--- src/rtl/reqq_pkg.sv ---
package reqq_pkg;
    // Bit positions inside the write-one-to-clear vector.
    localparam int CLR_DECODE = 0;
    localparam int CLR_MULTI  = 1;
    localparam int CLR_W      = 2;
endpackage

--- src/rtl/reqq_store.sv ---
module reqq_store #(
    parameter int AW    = 16,
    parameter int DW    = 16,
    parameter int DEPTH = 4,
    localparam int PW   = (DEPTH > 1) ? $clog2(DEPTH) : 1,
    localparam int CW   = $clog2(DEPTH + 1)
) (
    input  logic          clk,
    input  logic          rst_n,
    input  logic          push,
    input  logic [AW-1:0] in_addr,
    input  logic [DW-1:0] in_data,
    input  logic          deq,
    output logic [AW-1:0] head_addr,
    output logic [DW-1:0] head_data,
    output logic [CW-1:0] count,
    output logic          full,
    output logic          empty
);
    typedef struct packed {
        logic [PW-1:0] rd;
        logic [PW-1:0] wr;
        logic [CW-1:0] cnt;
    } ptr_t;

    ptr_t st_q, st_d;
    logic [AW-1:0] addr_mem [DEPTH];
    logic [DW-1:0] data_mem [DEPTH];

    function automatic logic [PW-1:0] bump(input logic [PW-1:0] p);
        if (p == PW'(DEPTH - 1)) return '0;
        return p + 1'b1;
    endfunction

    always_comb begin
        st_d = st_q;
        if (push) st_d.wr = bump(st_q.wr);
        if (deq)  st_d.rd = bump(st_q.rd);
        case ({push, deq})
            2'b10:   st_d.cnt = st_q.cnt + 1'b1;
            2'b01:   st_d.cnt = st_q.cnt - 1'b1;
            default: st_d.cnt = st_q.cnt;
        endcase
    end

    always_ff @(posedge clk) begin
        if (!rst_n) st_q <= '0;
        else        st_q <= st_d;
    end

    always_ff @(posedge clk) begin
        if (push) begin
            addr_mem[st_q.wr] <= in_addr;
            data_mem[st_q.wr] <= in_data;
        end
    end

    assign head_addr = addr_mem[st_q.rd];
    assign head_data = data_mem[st_q.rd];
    assign count     = st_q.cnt;
    assign full      = (st_q.cnt == CW'(DEPTH));
    assign empty     = (st_q.cnt == '0);

    AST_NO_OVERFLOW: assert property (@(posedge clk) disable iff (!rst_n)
        st_q.cnt <= CW'(DEPTH));
    AST_FULL_NO_PUSH: assert property (@(posedge clk) disable iff (!rst_n)
        (full && !deq) |-> !push);
    AST_PUSH_GROWS: assert property (@(posedge clk) disable iff (!rst_n)
        (push && !deq) |=> (st_q.cnt == CW'($past(st_q.cnt) + 1'b1)));
    AST_EMPTY_STAYS: assert property (@(posedge clk) disable iff (!rst_n)
        (empty && !push) |=> empty);
endmodule

--- src/rtl/reqq_window.sv ---
module reqq_window #(
    parameter int AW = 16
) (
    input  logic          head_valid,
    input  logic [AW-1:0] head_addr,
    input  logic [AW-1:0] base,
    input  logic [AW-1:0] mask,
    output logic          hit
);
    always_comb begin
        hit = head_valid && ((head_addr & mask) == base);
    end
endmodule

--- src/rtl/reqq_guard.sv ---
module reqq_guard
    import reqq_pkg::*;
#(
    parameter int NSLV    = 3,
    parameter int TIMEOUT = 4,
    localparam int TW     = $clog2(TIMEOUT + 1)
) (
    input  logic              clk,
    input  logic              rst_n,
    input  logic              head_valid,
    input  logic              any_match,
    input  logic [NSLV-1:0]   pop,
    input  logic [CLR_W-1:0]  err_clr,
    output logic [NSLV-1:0]   taken,
    output logic              deq,
    output logic              err_decode,
    output logic              err_multi
);
    typedef struct packed {
        logic [TW-1:0] wait_cnt;
        logic          dec_err;
        logic          multi_err;
    } guard_t;

    guard_t g_q, g_d;
    logic [NSLV-1:0] pop_live;
    logic            found;
    logic            multi;
    logic            drop;

    always_comb begin
        pop_live = pop & {NSLV{head_valid}};
        taken    = '0;
        found    = 1'b0;
        for (int i = 0; i < NSLV; i++) begin
            if (pop_live[i] && !found) begin
                taken[i] = 1'b1;
                found    = 1'b1;
            end
        end
        multi = ($countones(pop_live) > 1);
        drop  = head_valid && !any_match && !found &&
                (g_q.wait_cnt == TW'(TIMEOUT - 1));
        deq   = found || drop;

        g_d = g_q;
        if (!head_valid || any_match || deq) g_d.wait_cnt = '0;
        else                                 g_d.wait_cnt = g_q.wait_cnt + 1'b1;

        if (drop)                     g_d.dec_err = 1'b1;
        else if (err_clr[CLR_DECODE]) g_d.dec_err = 1'b0;

        if (multi)                    g_d.multi_err = 1'b1;
        else if (err_clr[CLR_MULTI])  g_d.multi_err = 1'b0;
    end

    always_ff @(posedge clk) begin
        if (!rst_n) g_q <= '0;
        else        g_q <= g_d;
    end

    assign err_decode = g_q.dec_err;
    assign err_multi  = g_q.multi_err;

    AST_DROP_FLAGS: assert property (@(posedge clk) disable iff (!rst_n)
        drop |=> err_decode);
    AST_MULTI_FLAGS: assert property (@(posedge clk) disable iff (!rst_n)
        multi |=> err_multi);
    AST_WAIT_BOUND: assert property (@(posedge clk) disable iff (!rst_n)
        g_q.wait_cnt < TW'(TIMEOUT));
    AST_DEQ_NEEDS_HEAD: assert property (@(posedge clk) disable iff (!rst_n)
        deq |-> head_valid);
endmodule

--- src/rtl/reqq_peek_pop.sv ---
module reqq_peek_pop
    import reqq_pkg::*;
#(
    parameter int AW      = 16,
    parameter int DW      = 16,
    parameter int DEPTH   = 4,
    parameter int NSLV    = 3,
    parameter int TIMEOUT = 4,
    localparam int CW     = $clog2(DEPTH + 1)
) (
    input  logic                clk,
    input  logic                rst_n,
    input  logic                put_valid,
    output logic                put_ready,
    input  logic [AW-1:0]       put_addr,
    input  logic [DW-1:0]       put_data,
    input  logic [NSLV*AW-1:0]  win_base,
    input  logic [NSLV*AW-1:0]  win_mask,
    output logic                peek_valid,
    output logic [AW-1:0]       peek_addr,
    output logic [DW-1:0]       peek_data,
    output logic [NSLV-1:0]     match,
    input  logic [NSLV-1:0]     pop,
    output logic [NSLV-1:0]     taken,
    output logic [CW-1:0]       occupancy,
    output logic                err_decode,
    output logic                err_multi,
    input  logic [CLR_W-1:0]    err_clr
);
    logic full, empty, deq, push;

    reqq_store #(.AW(AW), .DW(DW), .DEPTH(DEPTH)) store_i (
        .clk(clk), .rst_n(rst_n), .push(push), .in_addr(put_addr),
        .in_data(put_data), .deq(deq), .head_addr(peek_addr),
        .head_data(peek_data), .count(occupancy), .full(full), .empty(empty)
    );

    assign peek_valid = !empty;

    for (genvar i = 0; i < NSLV; i++) begin : g_win
        reqq_window #(.AW(AW)) win_i (
            .head_valid(peek_valid), .head_addr(peek_addr),
            .base(win_base[i*AW +: AW]), .mask(win_mask[i*AW +: AW]),
            .hit(match[i])
        );
    end

    reqq_guard #(.NSLV(NSLV), .TIMEOUT(TIMEOUT)) guard_i (
        .clk(clk), .rst_n(rst_n), .head_valid(peek_valid),
        .any_match(|match), .pop(pop), .err_clr(err_clr), .taken(taken),
        .deq(deq), .err_decode(err_decode), .err_multi(err_multi)
    );

    assign put_ready = !full || deq;
    assign push      = put_valid && put_ready;

    AST_MATCH_NEEDS_HEAD: assert property (@(posedge clk) disable iff (!rst_n)
        (|match) |-> peek_valid);
    AST_ONE_TAKEN: assert property (@(posedge clk) disable iff (!rst_n)
        $onehot0(taken));
    AST_TAKEN_FROM_POP: assert property (@(posedge clk) disable iff (!rst_n)
        (taken & ~pop) == '0);
    AST_HEAD_STABLE: assert property (@(posedge clk) disable iff (!rst_n)
        (peek_valid && !deq) |=> ($stable(peek_addr) && $stable(peek_data)));
endmodule

--- config.mk ---
export PLATFORM = sky130hd
export DESIGN_NAME = reqq_peek_pop
export DESIGN_NICKNAME = d
export VERILOG_FILES = /design/src/rtl/reqq_pkg.sv /design/src/rtl/reqq_store.sv /design/src/rtl/reqq_window.sv /design/src/rtl/reqq_guard.sv /design/src/rtl/reqq_peek_pop.sv
export SDC_FILE = /design/constraint.sdc
export NUM_CORES = 1
export LEC_CHECK = 0
export CAP_MARGIN = 20
export CORE_UTILIZATION = 52
export CTS_CLUSTER_DIAMETER = 80
export DETAILED_ROUTE_END_ITERATION = 10
export PLACE_DENSITY = 0.86
export SKIP_CTS_REPAIR_TIMING = 1
export SYNTH_ARGS = -nofsm -noshare
export SYNTH_HDL_FRONTEND = slang
export SYNTH_SLANG_ARGS = --single-unit
--- constraint.sdc ---
create_clock -name clk -period 10.5 [get_ports clk]
set_input_delay 3.15 -clock clk [delete_from_list [all_inputs] [get_ports clk]]
set_output_delay 3.15 -clock clk [all_outputs]
set_load 0.005 [all_outputs]
==> reports/qor.yml <==
die_height_um: 114
clk_pin_slew_ns: 0.06
setup_violations: 0
finalCritPeriodShare_pct: 87.0
netSwitchingPower_uw: 576
synth_nets: 570
maxCapViolCount: 0
crit_arrival_ns: 5.99
synth-seq-cells: 142
routabilityCongestion: 0.887
ios: 181
synth_top_area_share_pct: 59.4
setup_tns_ns: 0
ys_async_sr_fraction_pct: 0
yosysMostFrequentCell: "edfxtp_1"
syn_area_per_cell_um2: 15.3
slew_headroom_pct: 38.2
start_kind: "primary input"
tightest_slew_ns: 0.927
viasPerCell: 5.66
initial_core_util_pct: 53.7
htreeDepth: 4
area_growth_pct: 38.6
grt_pass1_vias: 4697
die-area_um2: 12900
die_x_um: 114
synthesis.instances: 422
ys_seq_area_share_pct: 63.7
cts.path.max_buffers: 2
dr.pass1.iters: 5
pwr-share-clk_pct: 29.1
post_dp_cell_area_um2: 8400
antenna_cells: 0
grt_usage_pct: 26.0
cp_data_required_time_ns: 7.35
drive_gt1_share_pct: 12.0
cts_root_buf: "clkbuf_16"
critPathMaxFanout: 4
io_buffers: 180
max-vdd-ir-drop_mv: 0.155
ff_latch_area_um2: 4130
synthTopCellsByCount: "edfxtp_1, nand2_1, mux4_2, a21oi_1, and3_1"
synthDistinctLibCells: 36
fp-row-count: 40
drv_slew: 0
fillCellCount: 763
power.internal_uw: 1420
synth_enable_flop_cells: 128
rsz0062_at_grt: "false"
yosysTopAreaCell: "edfxtp_1"
grt_max_degree: 47
synth.cell_area_um2: 6470
ant_nets: 0
clock-sinks: 142
core_area_um2: 12100
hold_path.class: "register to register"
synthTopCellsByArea: "edfxtp_1, mux4_2, dfxtp_1"
final_util_pct: 74.4
place_hpwl_um: 11300
fmaxAchievable_mhz: 109
grt_first_pass_wirelength_um: 24200
drc: 0
overflow: 0
multiInputGateArea_um2: 2190
drt-initial-drc-count: 343
layout_min_cycle_time_ns: 9.14
totalWireLength_um: 16100
hold_violations: 0
swShare_pct: 28.8
numCtsBuffers: 17
comb_power_share_pct: 35.3
seq_power_share_pct: 35.6
wire_per_inst_um: 20.6
p_leak_uw: 0.00317
cts_tree: "done"
critPathKind: "primary input to output port"
finClkSkew_ns: 0.0107
cp-end-kind: "output port"
power_density_nw_per_um2: 223
fin_area_um2: 8970
ys.flop_type: "edfxtp_1"
yosys_warnings: 0
vias: 4435
final_nets: 752
clock_latency_ns: 0.41
grt_antenna_before_repair: 0
status: "completed"
==> routing by layer <==
layer / GRT usage, % / routed length [µm]
met1: 29.8 / 6250
met2: 43.8 / 7790
met3: 8.77 / 1450
met4: 13.0 / 659
met5: 0 / 0
==> flip-flops by register name, summed over array words and instances, names as in the netlist, named ones only <==
register,flops
store_i.data_mem,64
store_i.addr_mem,64
guard_i.err_multi,1
guard_i.g_q,3
guard_i.err_decode,1
store_i.count,3
store_i.st_q,4
==> cell families (layout without fill, tap and decap cells) <==
family                     count (synthesis)  in the layout  share of synthesized area, %
AOI/OAI and AO/OA                         53             53                          5.18
adders and majority gates                 12             12                          2.44
and+or+nand+nor                          106            106                          8.72
muxes                                     50             50                          13.9
buffers and inverters                     33            226                          2.51
DFF                                      142            142                          63.7
xor gates and xnor gates                  26             26                          3.52
==> cell usage in the layout (no fill, tap or decap), types with 2 or more instances in the layout <==
master / netlist / final
nand4_1: 7 / 7
o22ai_1: 9 / 9
nand2b_1: 9 / 9
xnor2_1: 9 / 9
nor4_1: 5 / 5
nand2_1: 38 / 38
nor2_1: 4 / 4
o22a_1: 12 / 12
inv_1: 13 / 13
nand3_1: 4 / 4
and2_2: 0 / 4
clkdlybuf4s50_1: 0 / 180
xor2_1: 17 / 17
and3_1: 25 / 25
buf_4: 7 / 2
dfxtp_2: 0 / 2
dfxtp_1: 14 / 12
o21ai_0: 2 / 2
bufinv_16: 0 / 3
edfxtp_1: 128 / 128
a21oi_1: 28 / 28
mux2i_1: 18 / 18
ha_1: 11 / 11
or3_1: 4 / 4
clkinvlp_4: 0 / 4
clkbuf_16: 0 / 17
clkinv_2: 0 / 6
mux4_2: 32 / 32
==> stage by stage <==
step	cells	hold slack [ns]	power [µW]	setup slack [ns]
2_1_floorplan	422	0.407	1110	2.51
3_3_place_gp	753	0.414	1410	1.37
3_5_place_dp	753	0.435	1430	1.38
4_1_cts	783	0.443	2010	1.38
5_1_grt	783	0.460	2090	1.26
6_report	783	0.445	2000	1.36
==> critical path: stages <==
cell	delay, ns
clkdlybuf4s50_1	0.49
nand2_1	0.06
o22ai_1	0.20
xor2_1	0.13
or4_1	0.48
or4_4	0.52
nor4bb_1	0.18
or2_2	0.32
clkdlybuf4s50_1	0.45
==> cell type report <==
type / count / share of cell area (%)
flip-flops and latches: 142 / 46.0
multi-input cells: 247 / 24.4
repair buffers: 182 / 20.2
clock buffers: 17 / 4.74
well taps: 168 / 2.34
clock inverters: 13 / 1.67
inverters: 14 / 0.586
==> power by group through the flow <==
stage | registers (µW) | logic [µW] | clock network, µW
floorplan | 695 | 414 | 0
global placement | 719 | 688 | 0
detailed placement | 724 | 704 | 0
CTS | 713 | 710 | 588
global route | 719 | 756 | 614
finish | 711 | 705 | 582
==> final timing paths <==
check / slack (ns) / depth (start not counted) / startpoint / endpoint
min reg2reg: 0.44 / 1 / guard_i.g_q[2] / guard_i.g_q[2]
max: 1.36 / 9 / win_mask[10] / put_ready
max reg2reg: 5.49 / 15 / register / store_i.count[2]
min: 0.44 / 1 / guard_i.g_q[2] / guard_i.g_q[2]
No activity file was read; power rests on OpenSTA's default activity.
